--- config.mk ---
export PLATFORM = sky130hd
export DESIGN_NAME = nsw_write_target
export DESIGN_NICKNAME = d
export VERILOG_FILES = /design/src/rtl/nsw_pkg.sv /design/src/rtl/nsw_frame_fsm.sv /design/src/rtl/nsw_capture.sv /design/src/rtl/nsw_write_target.sv
export SDC_FILE = /design/constraint.sdc
export NUM_CORES = 1
export LEC_CHECK = 0
export ABC_CLOCK_PERIOD_IN_PS = 1500
export BUFFER_PORTS_ARGS = -buffer_cell sky130_fd_sc_hd__buf_2
export CORE_AREA = 8 8 85 94
export DETAILED_ROUTE_END_ITERATION = 10
export DIE_AREA = 0 0 93 102
export MAX_ROUTING_LAYER = met4
export PLACE_DENSITY_LB_ADDON = 0.2
export SYNTH_ARGS = -nofsm -noshare
export SYNTH_HDL_FRONTEND = slang
export SYNTH_SLANG_ARGS = --single-unit
--- constraint.sdc ---
create_clock -name clk -period 1.5 [get_ports clk]
set_input_delay 0.3 -clock clk [delete_from_list [all_inputs] [get_ports clk]]
set_output_delay 0.3 -clock clk [all_outputs]
set_load 0.005 [all_outputs]
--- src/rtl/nsw_pkg.sv ---
package nsw_pkg;

    localparam int NIB_W = 4;

    localparam logic [NIB_W-1:0] CODE_START = 4'b1110;
    localparam logic [NIB_W-1:0] CODE_SIZE1 = 4'b0000;
    localparam logic [NIB_W-1:0] CODE_READY = 4'b0000;
    localparam logic [NIB_W-1:0] CODE_HIGH  = 4'b1111;

    typedef enum logic [3:0] {
        ST_IDLE,
        ST_ID,
        ST_ADDR,
        ST_SIZE,
        ST_DLO,
        ST_DHI,
        ST_TAR0,
        ST_TAR1,
        ST_SYNC
    } nsw_state_e;

endpackage

--- src/rtl/nsw_frame_fsm.sv ---
module nsw_frame_fsm
    import nsw_pkg::*;
#(
    parameter int ADDR_NIBBLES = 7
) (
    input  logic             clk,
    input  logic             rst_n,
    input  logic             frame_n,
    input  logic [NIB_W-1:0] bus_in,
    input  logic [NIB_W-1:0] id_strap,
    output nsw_state_e       state,
    output logic             drive_en,
    output logic [NIB_W-1:0] drive_nib,
    output logic             wr_pulse
);

    localparam int CNT_W = (ADDR_NIBBLES > 1) ? $clog2(ADDR_NIBBLES) : 1;
    localparam logic [CNT_W-1:0] CNT_LAST = CNT_W'(ADDR_NIBBLES - 1);

    nsw_state_e       nxt;
    logic [CNT_W-1:0] cnt, cnt_nxt;

    // State register
    always_ff @(posedge clk or negedge rst_n) begin
        if (!rst_n) begin
            state <= ST_IDLE;
            cnt   <= '0;
        end else begin
            state <= nxt;
            cnt   <= cnt_nxt;
        end
    end

    // Next-state logic
    always_comb begin
        nxt     = state;
        cnt_nxt = cnt;
        if (!frame_n) begin
            nxt     = (bus_in == CODE_START) ? ST_ID : ST_IDLE;
            cnt_nxt = '0;
        end else begin
            unique case (state)
                ST_IDLE: nxt = ST_IDLE;
                ST_ID: begin
                    nxt     = (bus_in == id_strap) ? ST_ADDR : ST_IDLE;
                    cnt_nxt = '0;
                end
                ST_ADDR: begin
                    if (cnt == CNT_LAST) begin
                        nxt     = ST_SIZE;
                        cnt_nxt = '0;
                    end else begin
                        cnt_nxt = cnt + 1'b1;
                    end
                end
                ST_SIZE: nxt = (bus_in == CODE_SIZE1) ? ST_DLO : ST_IDLE;
                ST_DLO:  nxt = ST_DHI;
                ST_DHI:  nxt = ST_TAR0;
                ST_TAR0: nxt = ST_TAR1;
                ST_TAR1: nxt = ST_SYNC;
                ST_SYNC: nxt = ST_IDLE;
                default: nxt = ST_IDLE;
            endcase
        end
    end

    // Output logic
    always_comb begin
        drive_en  = 1'b0;
        drive_nib = CODE_HIGH;
        wr_pulse  = 1'b0;
        unique case (state)
            ST_TAR1: drive_en = 1'b1;
            ST_SYNC: begin
                drive_en  = 1'b1;
                drive_nib = CODE_READY;
                wr_pulse  = 1'b1;
            end
            default: ;
        endcase
    end


    id_reject_chk: assert property (@(posedge clk) disable iff (!rst_n)
        (state == ST_ID && frame_n && bus_in != id_strap) |=> state == ST_IDLE);


    size_reject_chk: assert property (@(posedge clk) disable iff (!rst_n)
        (state == ST_SIZE && frame_n && bus_in != CODE_SIZE1) |=> state == ST_IDLE);


    restart_chk: assert property (@(posedge clk) disable iff (!rst_n)
        (!frame_n && bus_in == CODE_START) |=> state == ST_ID);

endmodule

--- src/rtl/nsw_capture.sv ---
module nsw_capture
    import nsw_pkg::*;
#(
    parameter int ADDR_NIBBLES = 7,
    parameter int DATA_W       = 8
) (
    input  logic                       clk,
    input  logic                       rst_n,
    input  nsw_state_e                 state,
    input  logic [NIB_W-1:0]           bus_in,
    output logic [ADDR_NIBBLES*NIB_W-1:0] addr_q,
    output logic [DATA_W-1:0]          data_q
);

    localparam int ADDR_W = ADDR_NIBBLES * NIB_W;

    always_ff @(posedge clk or negedge rst_n) begin
        if (!rst_n) begin
            addr_q <= '0;
            data_q <= '0;
        end else begin
            unique case (state)
                ST_ADDR: addr_q <= {addr_q[ADDR_W-NIB_W-1:0], bus_in};
                ST_DLO:  data_q[NIB_W-1:0] <= bus_in;
                ST_DHI:  data_q[2*NIB_W-1:NIB_W] <= bus_in;
                default: ;
            endcase
        end
    end


    addr_hold_chk: assert property (@(posedge clk) disable iff (!rst_n)
        (state == ST_SYNC) |-> $stable(addr_q));

endmodule

--- src/rtl/nsw_write_target.sv ---
module nsw_write_target
    import nsw_pkg::*;
#(
    parameter int ADDR_NIBBLES = 7,
    parameter int DATA_W       = 8,
    localparam int ADDR_W      = ADDR_NIBBLES * 4
) (
    input  logic              clk,
    input  logic              rst_n,
    input  logic              frame_n,
    input  logic [3:0]        bus_in,
    input  logic [3:0]        id_strap,
    output logic [3:0]        bus_out,
    output logic              bus_oe,
    output logic [ADDR_W-1:0] wr_addr,
    output logic [DATA_W-1:0] wr_data,
    output logic              wr_valid
);

    nsw_state_e state;

    nsw_frame_fsm #(.ADDR_NIBBLES(ADDR_NIBBLES)) u_fsm (
        .clk       (clk),
        .rst_n     (rst_n),
        .frame_n   (frame_n),
        .bus_in    (bus_in),
        .id_strap  (id_strap),
        .state     (state),
        .drive_en  (bus_oe),
        .drive_nib (bus_out),
        .wr_pulse  (wr_valid)
    );

    nsw_capture #(.ADDR_NIBBLES(ADDR_NIBBLES), .DATA_W(DATA_W)) u_cap (
        .clk    (clk),
        .rst_n  (rst_n),
        .state  (state),
        .bus_in (bus_in),
        .addr_q (wr_addr),
        .data_q (wr_data)
    );


    tar_high_chk: assert property (@(posedge clk) disable iff (!rst_n)
        (bus_oe && !wr_valid) |-> bus_out == CODE_HIGH);


    sync_code_chk: assert property (@(posedge clk) disable iff (!rst_n)
        wr_valid |-> (bus_oe && bus_out == CODE_READY));


    release_chk: assert property (@(posedge clk) disable iff (!rst_n)
        wr_valid |=> !bus_oe);


    single_pulse_chk: assert property (@(posedge clk) disable iff (!rst_n)
        wr_valid |=> !wr_valid);


    tar_lead_chk: assert property (@(posedge clk) disable iff (!rst_n)
        $rose(bus_oe) |=> wr_valid);

endmodule

==> results of run 1 <==
[stage by stage]
stage	TNS (ps)	utilization, %	setup WS [ps]
5_1_grt	-4400	41.4	-152
3_5_place_dp	-32.4	35.2	-9.94
4_1_cts	-2100	39.8	-114
6_report	-2530	41.4	-96.1
3_3_place_gp	-20.2	35.2	-5.57
2_1_floorplan	-432	-	-21.7
[cells in the mapped netlist (2+ instances only)]
cell / n
nand2_1: 4
nor4_1: 2
mux2_2: 36
nor3_1: 2
xor2_1: 5
and3b_1: 2
nor2_1: 3
a21o_1: 2
nand4_1: 2
inv_1: 4
nand2b_1: 2
dfrtp_1: 43
a31oi_1: 2
buf_4: 5
o21ai_0: 3
nand3b_1: 2
nand3_1: 2
a21oi_1: 2
[logic make-up after synthesis]
logic type      after synthesis
compound gates               13
xor+xnor                      5
buf+inv                      12
flops                        43
mux                          36
simple gates                 27
[placed cells by master, fill, tap and decap left out, types with 2 or more instances in the layout]
cell type	count
buf_2	52
dfrtp_1	42
mux2_4	27
buf_4	13
mux2_2	9
xor2_1	5
clkbuf_8	5
inv_1	4
nand2_1	3
nor2_1	3
o21ai_0	3
buf_6	3
nand4_1	2
nand3b_1	2
nand2b_1	2
a21o_1	2
a31oi_1	2
buf_12	2
[where the power goes]
part	leakage (nW)	total (mW)	switching [mW]	internal (mW)
combinational	0.742	0.107	0.0611	0.0462
clock	0.0581	0.921	0.425	0.496
sequential	0.597	1.18	0.00773	1.17
total	1.40	2.21	0.494	1.71
[worst max-delay path, delay by kind of cell (launching register included)]
family / cells / cell delay, ps
buffers and inverters: 2 / 240
DFF: 1 / 400
and+or+nand+nor: 3 / 370
[final cells by class]
type / count / area (um2) / share of cell area [%]
Inverter: 4 / 15.0 / 0.563
Sequential cell: 43 / 1080 / 40.4
Tap cell: 82 / 103 / 3.85
Clock inverter: 3 / 43.8 / 1.64
Multi-Input combinational cell: 81 / 848 / 31.8
Clock buffer: 5 / 68.8 / 2.58
Timing Repair Buffer: 74 / 509 / 19.1
[worst max-delay path by stage]
stage | from | end | cells after the start
final | u_fsm.state[0]$_DFFE_PN0P_ | bus_oe | 5
after global placement | u_fsm.state[3]$_DFFE_PN0P_ | u_cap.data_q[3]$_DFFE_PN0P_ | 3
after global routing | u_fsm.state[0]$_DFFE_PN0P_ | bus_oe | 5
after floorplan | u_fsm.state[2]$_DFFE_PN0P_ | u_cap.addr_q[1]$_DFFE_PN0N_ | 3
after CTS | u_fsm.state[0]$_DFFE_PN0P_ | bus_oe | 5
after detailed placement | u_fsm.state[3]$_DFFE_PN0P_ | u_cap.data_q[2]$_DFFE_PN0P_ | 3
[flip-flops by register name (all words and copies together), names as in the netlist]
name and cells:
u_cap.addr_q 28, u_cap.data_q 8, u_fsm.cnt 3, u_fsm.state 4
[layer usage]
| layer | vias up | track usage [%] |
|---|---|---|
| met2 | 28 | 16.1 |
| met1 | 677 | 12.5 |
| met4 | 0 | 4.34 |
| met3 | 6 | 2.28 |
| met5 | - | - |
| li1 | 629 | - |
[what timing repair did]
action | in CTS | in global routing
cloned | 2 | 1
endpoints found under the hold margin | 43 | 0
pin swaps | 4 | 4
endpoints found under the setup margin | 22 | 46
hold buffers | 1 | 0
setup buffers | 8 | 1
gates resized for setup | 20 | 19
==> results.json, run 1 <==
{
  "outcome": "finished, violations left",
  "failed_checks": "setup timing",
  "drt_iter0_drc": 71,
  "period_share_pct": 106,
  "fmax_mhz": 627,
  "synth_top_cells_by_area": "dfrtp_1 (58%), mux2_2 (22%), xor2_1 (2.3%)",
  "grt_overflow_total": 0,
  "cts_inserted_buffers": 5,
  "yosysTopAreaCell": "dfrtp_1",
  "rsz0062_at_grt": "yes",
  "slowest_delay_ps": 400,
  "powerDensity_nw_per_um2": 828,
  "synth_cells": 136,
  "finalSetupViolCount": 39,
  "synth_fa_ha_area_share_pct": 0,
  "yosysWarningCount": 0,
  "area.growth.synth_to_final_pct": 42.9,
  "min_from": "frame_n",
  "cts_buffer_depth": 2,
  "synth-xor-area-share_pct": 2.35,
  "crit_chain": "buf_6, nor3_4, nand2_2, nand2_1, buf_2",
  "h-tree-depth": 2,
  "fillCellCount": 666,
  "hold_violations": 0,
  "clock-sinks": 43,
  "grt_pass1_wl_um": 7510,
  "r2r_cells": 5,
  "period_needed_ps": 1600,
  "critPathLaunchType": "flip-flop",
  "start_util_pct": 29.0,
  "synth_cell_type_count": 31,
  "cts_tree": "built",
  "synthMuxAreaShare_pct": 21.7,
  "detail-route-antenna-nets": 0,
  "wl_per_cell_um": 15.9,
  "hold_class": "input port to flip-flop",
  "grt_usage_pct": 10.3,
  "yosys.area_share.simple_pct": 9.93,
  "synthFlopType": "dfrtp_1",
  "cts_root_buf": "clkbuf_8",
  "yosysSeqAreaShare_pct": 57.7,
  "cp_slowest_cell": "dfrtp_1",
  "drive_above_1_share_pct": 60.0,
  "vias_per_cell": 4.59,
  "maxSlewViolCount": 0,
  "port-buffer-count": 52,
  "wl_met1_um": 2180,
  "grt_max_degree": 44,
  "synthesis.nets": 147,
  "synth.avg_cell_area_um2": 13.7,
  "reg2reg_from": "u_fsm.state[2]$_DFFE_PN0P_",
  "dpl_cell_area_um2": 2270,
  "drc_errors": 0,
  "cp_max_fo": 6,
  "required_ps": 1200,
  "fin_area_um2": 2670,
  "fp-row-count": 31,
  "vdd_drop_max_uv": 397,
  "gp_congestion": 0.738,
  "regToRegEndpoint": "u_cap.addr_q[7]$_DFFE_PN0N_",
  "pin_count": 53,
  "fp.dieH_um": 102,
  "vias": 1340,
  "n_antenna_cell": 0,
  "grt_pass1_vias": 1468,
  "arrival_ps": 1300,
  "die_area_um2": 9490,
  "routed_wl_um": 4650,
  "insertion_delay_ps": 300,
  "core_um2": 6440,
  "fin_cells": 292,
  "synth_compound_area_share_pct": 4.43,
  "cap_violations": 0,
  "yosys.area.top_type_share_pct": 57.7,
  "fin_total_pwr_mw": 2.21,
  "top_layer": "met4",
  "clock_skew_ps": 8.62,
  "dpl.cell_count": 271,
  "synth_edf_count": 0,
  "layout_setup_ws_ps": -96.1,
  "rrSetupSlack_ps": -100,
  "fin_nets": 220,
  "hpwl_um": 2940,
  "holdPathStages": 2,
  "chipWidth_um": 93,
  "wl_met2_um": 2260,
  "cp-end-kind": "output port",
  "synth.cell_area_um2": 1870,
  "antenna_found_initial": 0,
  "async_flop_share_pct": 100,
  "hold-path-endpoint": "u_fsm.state[0]$_DFFE_PN0P_",
  "worstSetupPathType": "flip-flop to output port",
  "ys_ff_latch": 43,
  "slew_headroom_pct": 76.4,
  "worst_pin_slew_ps": 353,
  "synth_top_family_by_area": "multiplexers",
  "routed-wl-met3_um": 135,
  "hold_ws_ps": 287,
  "p_leak_nw": 1.40,
  "drt_first_pass_iters": 4,
  "clk_pin_slew_ps": 90
}
No activity file was read; power rests on OpenSTA's default activity.
==> inputs of run 2 (changes only) <==
CTS_CLUSTER_DIAMETER = 150   (was unset)
SKIP_CTS_REPAIR_TIMING = 1   (was unset)
==> results.json, run 2 (synthesis results as in run 1) <==
{
  "fin_nets": 219,
  "vias": 1328,
  "fp.dieH_um": 102,
  "h-tree-depth": 2,
  "arrival_ps": 1790,
  "clk_pin_slew_ps": 90,
  "setup_tns_ps": -3080,
  "period_share_pct": 107,
  "critPathLaunchType": "flip-flop",
  "required_ps": 1690,
  "cts_inserted_buffers": 5,
  "grt_overflow_total": 0,
  "crit_chain": "buf_6, nor4b_4, buf_6, buf_6, mux2_2",
  "start_util_pct": 29.0,
  "clock_skew_ps": 3.57,
  "largest_reg_flops": 28,
  "fin_area_um2": 2670,
  "top_register": "u_cap.addr_q",
  "dpl_cell_area_um2": 2270,
  "grt_usage_pct": 9.47,
  "internal_power_mw": 1.71,
  "fp-row-count": 31,
  "finish.utilization_pct": 41.5,
  "n_antenna_cell": 0,
  "slowest_delay_ps": 450,
  "cap_violations": 0,
  "outcome": "finished, violations left",
  "fillCellCount": 659,
  "pin_count": 53,
  "detail-route-antenna-nets": 0,
  "antenna_found_initial": 0,
  "layout_setup_ws_ps": -105,
  "power_switching_uw": 494,
  "gp_congestion": 0.738,
  "grt_pass1_vias": 1352,
  "cts_buffer_depth": 2,
  "top_regs": "u_cap.addr_q x28, u_cap.data_q x8, u_fsm.state x4",
  "insertion_delay_ps": 290,
  "cp_slowest_cell": "dfrtp_2",
  "failed_checks": "setup timing",
  "hold_class": "input port to flip-flop",
  "area.growth.synth_to_final_pct": 43.3,
  "vias_per_cell": 4.56,
  "maxSlewViolCount": 0,
  "combPwrFrac_pct": 5.0,
  "cts_root_buf": "clkbuf_8",
  "cp-end-kind": "flip-flop",
  "drive_above_1_share_pct": 60.8,
  "slew_headroom_pct": 82.7,
  "chipWidth_um": 93,
  "worstSetupPathType": "flip-flop to flip-flop",
  "fmax_mhz": 623,
  "drt_iter0_drc": 69,
  "p_leak_nw": 1.39,
  "routed_wl_um": 4600,
  "drc_errors": 0,
  "worst_pin_slew_ps": 258,
  "hold_violations": 0,
  "pwr-share-seq_pct": 53.3,
  "drt_first_pass_iters": 2,
  "finalSetupViolCount": 38,
  "cts_tree": "built",
  "switching_share_pct": 22.4,
  "period_needed_ps": 1610,
  "rsz0062_at_grt": "yes",
  "final_common_cell": "buf_2",
  "die_area_um2": 9490,
  "clock-sinks": 43,
  "core_um2": 6440,
  "port-buffer-count": 52,
  "grt_pass1_wl_um": 6910,
  "power.share.clock_pct": 41.7,
  "hpwl_um": 2940,
  "cp_max_fo": 8,
  "path_common_cell": "buf_6",
  "wl_per_cell_um": 15.8,
  "vdd_drop_max_uv": 385,
  "powerDensity_nw_per_um2": 825,
  "grt_max_degree": 44,
  "final_cell_mix": "buf_2 (51), dfrtp_1 (41), mux2_4 (19)"
}
run 2: changes by cell type in the layout (fill, tap and decap cells not counted), sizes merged:
| cell | change |
|---|---|
| buf | -2 |
| clkbuf | +1 |
run 2: power by group through the flow:
| stage | Combinational, mW | Clock (mW) | Sequential [mW] |
|---|---|---|---|
| detailed placement | 0.101 | 0 | 1.20 |
| CTS | 0.101 | 0.947 | 1.18 |
| global route | 0.123 | 1.00 | 1.18 |
| global placement | 0.101 | 0 | 1.20 |
| finish | 0.110 | 0.919 | 1.18 |
| floorplan | 0.0257 | 0 | 1.20 |
run 2: worst paths after layout:
| path | cells after the start | endpoint | start | slack, ps |
|---|---|---|---|---|
| setup reg to reg | 5 | u_cap.addr_q[27]$_DFFE_PN0N_ | u_fsm.state[2]$_DFFE_PN0P_ | -110 |
| hold / removal | 2 | u_fsm.state[0]$_DFFE_PN0P_ | frame_n | 290 |
| hold reg to reg | 1 | u_cap.data_q[5]$_DFFE_PN0P_ | u_cap.data_q[5]$_DFFE_PN0P_ | 510 |
| max in group asynchronous | 3 | u_fsm.state[1]$_DFFE_PN0P_ | rst_n | 760 |
| min in group asynchronous | 3 | u_cap.addr_q[25]$_DFFE_PN0N_ | rst_n | 520 |
| setup / recovery | 5 | u_cap.addr_q[27]$_DFFE_PN0N_ | u_fsm.state[2]$_DFFE_PN0P_ | -110 |
run 2: cell type report:
class / count / area (um2) / area share, %
clock buffer: 5 / 68.8 / 2.57
tap: 82 / 103 / 3.84
inverter: 4 / 15.0 / 0.562
sequential: 43 / 1080 / 40.3
clock inverter: 3 / 43.8 / 1.64
timing repair buffer: 73 / 522 / 19.5
multi-input combinational: 81 / 843 / 31.5
run 2: critical path: cells and delay by family (launching register included):
| family | cells | cell delay (ps) |
|---|---|---|
| multiplexers | 1 | 330 |
| flip-flops | 1 | 450 |
| AND/OR/NAND/NOR | 1 | 270 |
| buffers and inverters | 3 | 440 |
run 2: routing by layer:
layer / wire length [um] / track usage (%)
met1: 2170 / 11.6
met2: 2230 / 14.5
met3: 130 / 2.28
met4: 65 / 4.22
met5: 0 / -
run 2: stage by stage:
stage | hold WS (ps) | power (mW) | instances | worst slack (ps)
after floorplan | 4.41 | 1.23 | 136 | -21.7
after global placement | 294 | 1.30 | 271 | -5.57
after detailed placement | 297 | 1.30 | 271 | -9.94
after CTS | -28.6 | 2.22 | 279 | -233
after global routing | 313 | 2.30 | 291 | -152
final | 292 | 2.21 | 291 | -105
==> inputs of run 3 (changes only) <==
CTS_BUF_LIST = sky130_fd_sc_hd__clkbuf_8   (was unset)
RECOVER_POWER = 100   (was unset)
==> results.json, run 3 (synthesis results as in run 1) <==
{
  "outcome": "finished, violations left",
  "failed_checks": "setup timing",
  "top_register": "u_cap.addr_q",
  "final_cell_mix": "buf_2 (51), dfrtp_1 (41), mux2_4 (19)",
  "cts_inserted_buffers": 5,
  "rrSetupSlack_ps": -110,
  "cts_root_buf": "clkbuf_8",
  "n_antenna_cell": 0,
  "port-buffer-count": 52,
  "finalSetupViolCount": 38,
  "antenna_found_initial": 0,
  "finish.utilization_pct": 41.3,
  "power_switching_uw": 494,
  "clock_skew_ps": 3.57,
  "period_share_pct": 107,
  "routed_wl_um": 4600,
  "hold_violations": 0,
  "slew_headroom_pct": 60.5,
  "gp_congestion": 0.738,
  "multiInputGateArea_um2": 843,
  "h-tree-depth": 2,
  "seq_area_um2": 1080,
  "cp_max_fo": 8,
  "holdPathStages": 2,
  "drt_first_pass_iters": 2,
  "slowest_delay_ps": 450,
  "switching_share_pct": 22.4,
  "internal_power_mw": 1.71,
  "crit_cells": 5,
  "timing.critical_path.buf_inv": 3,
  "worst_pin_slew_ps": 593,
  "final_common_cell": "buf_2",
  "die_area_um2": 9490,
  "grt_pass1_wl_um": 6910,
  "r2r_cells": 5,
  "rsz0062_at_grt": "yes",
  "worstSetupPathType": "flip-flop to flip-flop",
  "crit_chain": "buf_6, nor4b_4, buf_6, buf_6, mux2_2",
  "required_ps": 1690,
  "detail-route-antenna-nets": 0,
  "p_leak_nw": 1.39,
  "fin_nets": 219,
  "drive_above_1_share_pct": 60.8,
  "fmax_mhz": 622,
  "fillCellCount": 659,
  "period_needed_ps": 1610,
  "drt_iter0_drc": 69,
  "combPwrFrac_pct": 4.8,
  "maxSlewViolCount": 0,
  "vdd_drop_max_uv": 385,
  "hpwl_um": 2940,
  "start_util_pct": 29.0,
  "top_regs": "u_cap.addr_q x28, u_cap.data_q x8, u_fsm.state x4",
  "fin_area_um2": 2660,
  "path_common_cell": "buf_6",
  "routed-wl-met3_um": 130,
  "powerDensity_nw_per_um2": 827,
  "grt_max_degree": 44,
  "fp.dieH_um": 102,
  "drc_errors": 0,
  "wl_per_cell_um": 15.8,
  "largest_reg_flops": 28,
  "top_layer": "met4",
  "wl_met2_um": 2220,
  "core_um2": 6440,
  "arrival_ps": 1790,
  "pin_count": 53,
  "vias": 1328,
  "layout_setup_ws_ps": -107,
  "insertion_delay_ps": 290,
  "wl_met1_um": 2180,
  "critPathLaunchType": "flip-flop",
  "cap_violations": 0,
  "clock-sinks": 43,
  "cp_slowest_cell": "dfrtp_2",
  "chipWidth_um": 93,
  "area.growth.synth_to_final_pct": 42.7,
  "fin_cells": 291,
  "grt_usage_pct": 9.47,
  "cp-end-kind": "flip-flop",
  "hold_class": "input port to flip-flop",
  "pwr-share-seq_pct": 53.4,
  "fin_total_pwr_mw": 2.20,
  "cts_buffer_depth": 2,
  "clk_pin_slew_ps": 90,
  "grt_pass1_vias": 1352,
  "fp-row-count": 31,
  "hold_ws_ps": 292,
  "grt_overflow_total": 0,
  "power.share.clock_pct": 41.8,
  "dpl.cell_count": 271,
  "cts_tree": "built",
  "dpl_cell_area_um2": 2270,
  "cp_top_family": "flip-flops",
  "vias_per_cell": 4.56
}
-- run 3: cell count changes in the layout (fill, tap and decap cells not counted), sizes merged --
cell    previous run  this run
buf               70        69
clkbuf             7         8
-- run 3: power groups by stage --
stage / sequential [mW] / clock (mW) / combinational (mW)
2_1_floorplan: 1.20 / 0 / 0.0257
3_3_place_gp: 1.20 / 0 / 0.101
3_5_place_dp: 1.20 / 0 / 0.101
4_1_cts: 1.18 / 0.947 / 0.101
5_1_grt: 1.18 / 1.00 / 0.118
6_report: 1.18 / 0.920 / 0.105
-- run 3: cell type report --
cell class / instances / area share (%)
inverters: 4 / 0.564
well taps: 82 / 3.86
flip-flops and latches: 43 / 40.5
clock inverters: 3 / 1.65
clock buffers: 5 / 2.59
multi-input cells: 81 / 31.7
repair buffers: 73 / 19.1
-- run 3: final timing paths --
path,start,end
min in group asynchronous,rst_n,u_cap.addr_q[25]$_DFFE_PN0N_
worst min-delay path,frame_n,u_fsm.state[0]$_DFFE_PN0P_
max in group asynchronous,rst_n,u_fsm.state[1]$_DFFE_PN0P_
worst min register to register,u_cap.data_q[5]$_DFFE_PN0P_,u_cap.data_q[5]$_DFFE_PN0P_
worst max register to register,u_fsm.state[2]$_DFFE_PN0P_,u_cap.addr_q[27]$_DFFE_PN0N_
worst max-delay path,u_fsm.state[2]$_DFFE_PN0P_,u_cap.addr_q[27]$_DFFE_PN0N_
-- run 3: stage by stage --
stage	TNS (ps)	setup WS (ps)
finish	-3080	-107
global route	-5230	-152
CTS	-1230	-233
detailed placement	-32.4	-9.94
global placement	-20.2	-5.57
floorplan	-432	-21.7
-- run 3: per-layer routing --
layer / track usage, % / vias up
met3: 2.28 / 4
met4: 4.22 / 0
met1: 11.6 / 670
li1: - / 628
met5: - / -
met2: 14.5 / 26
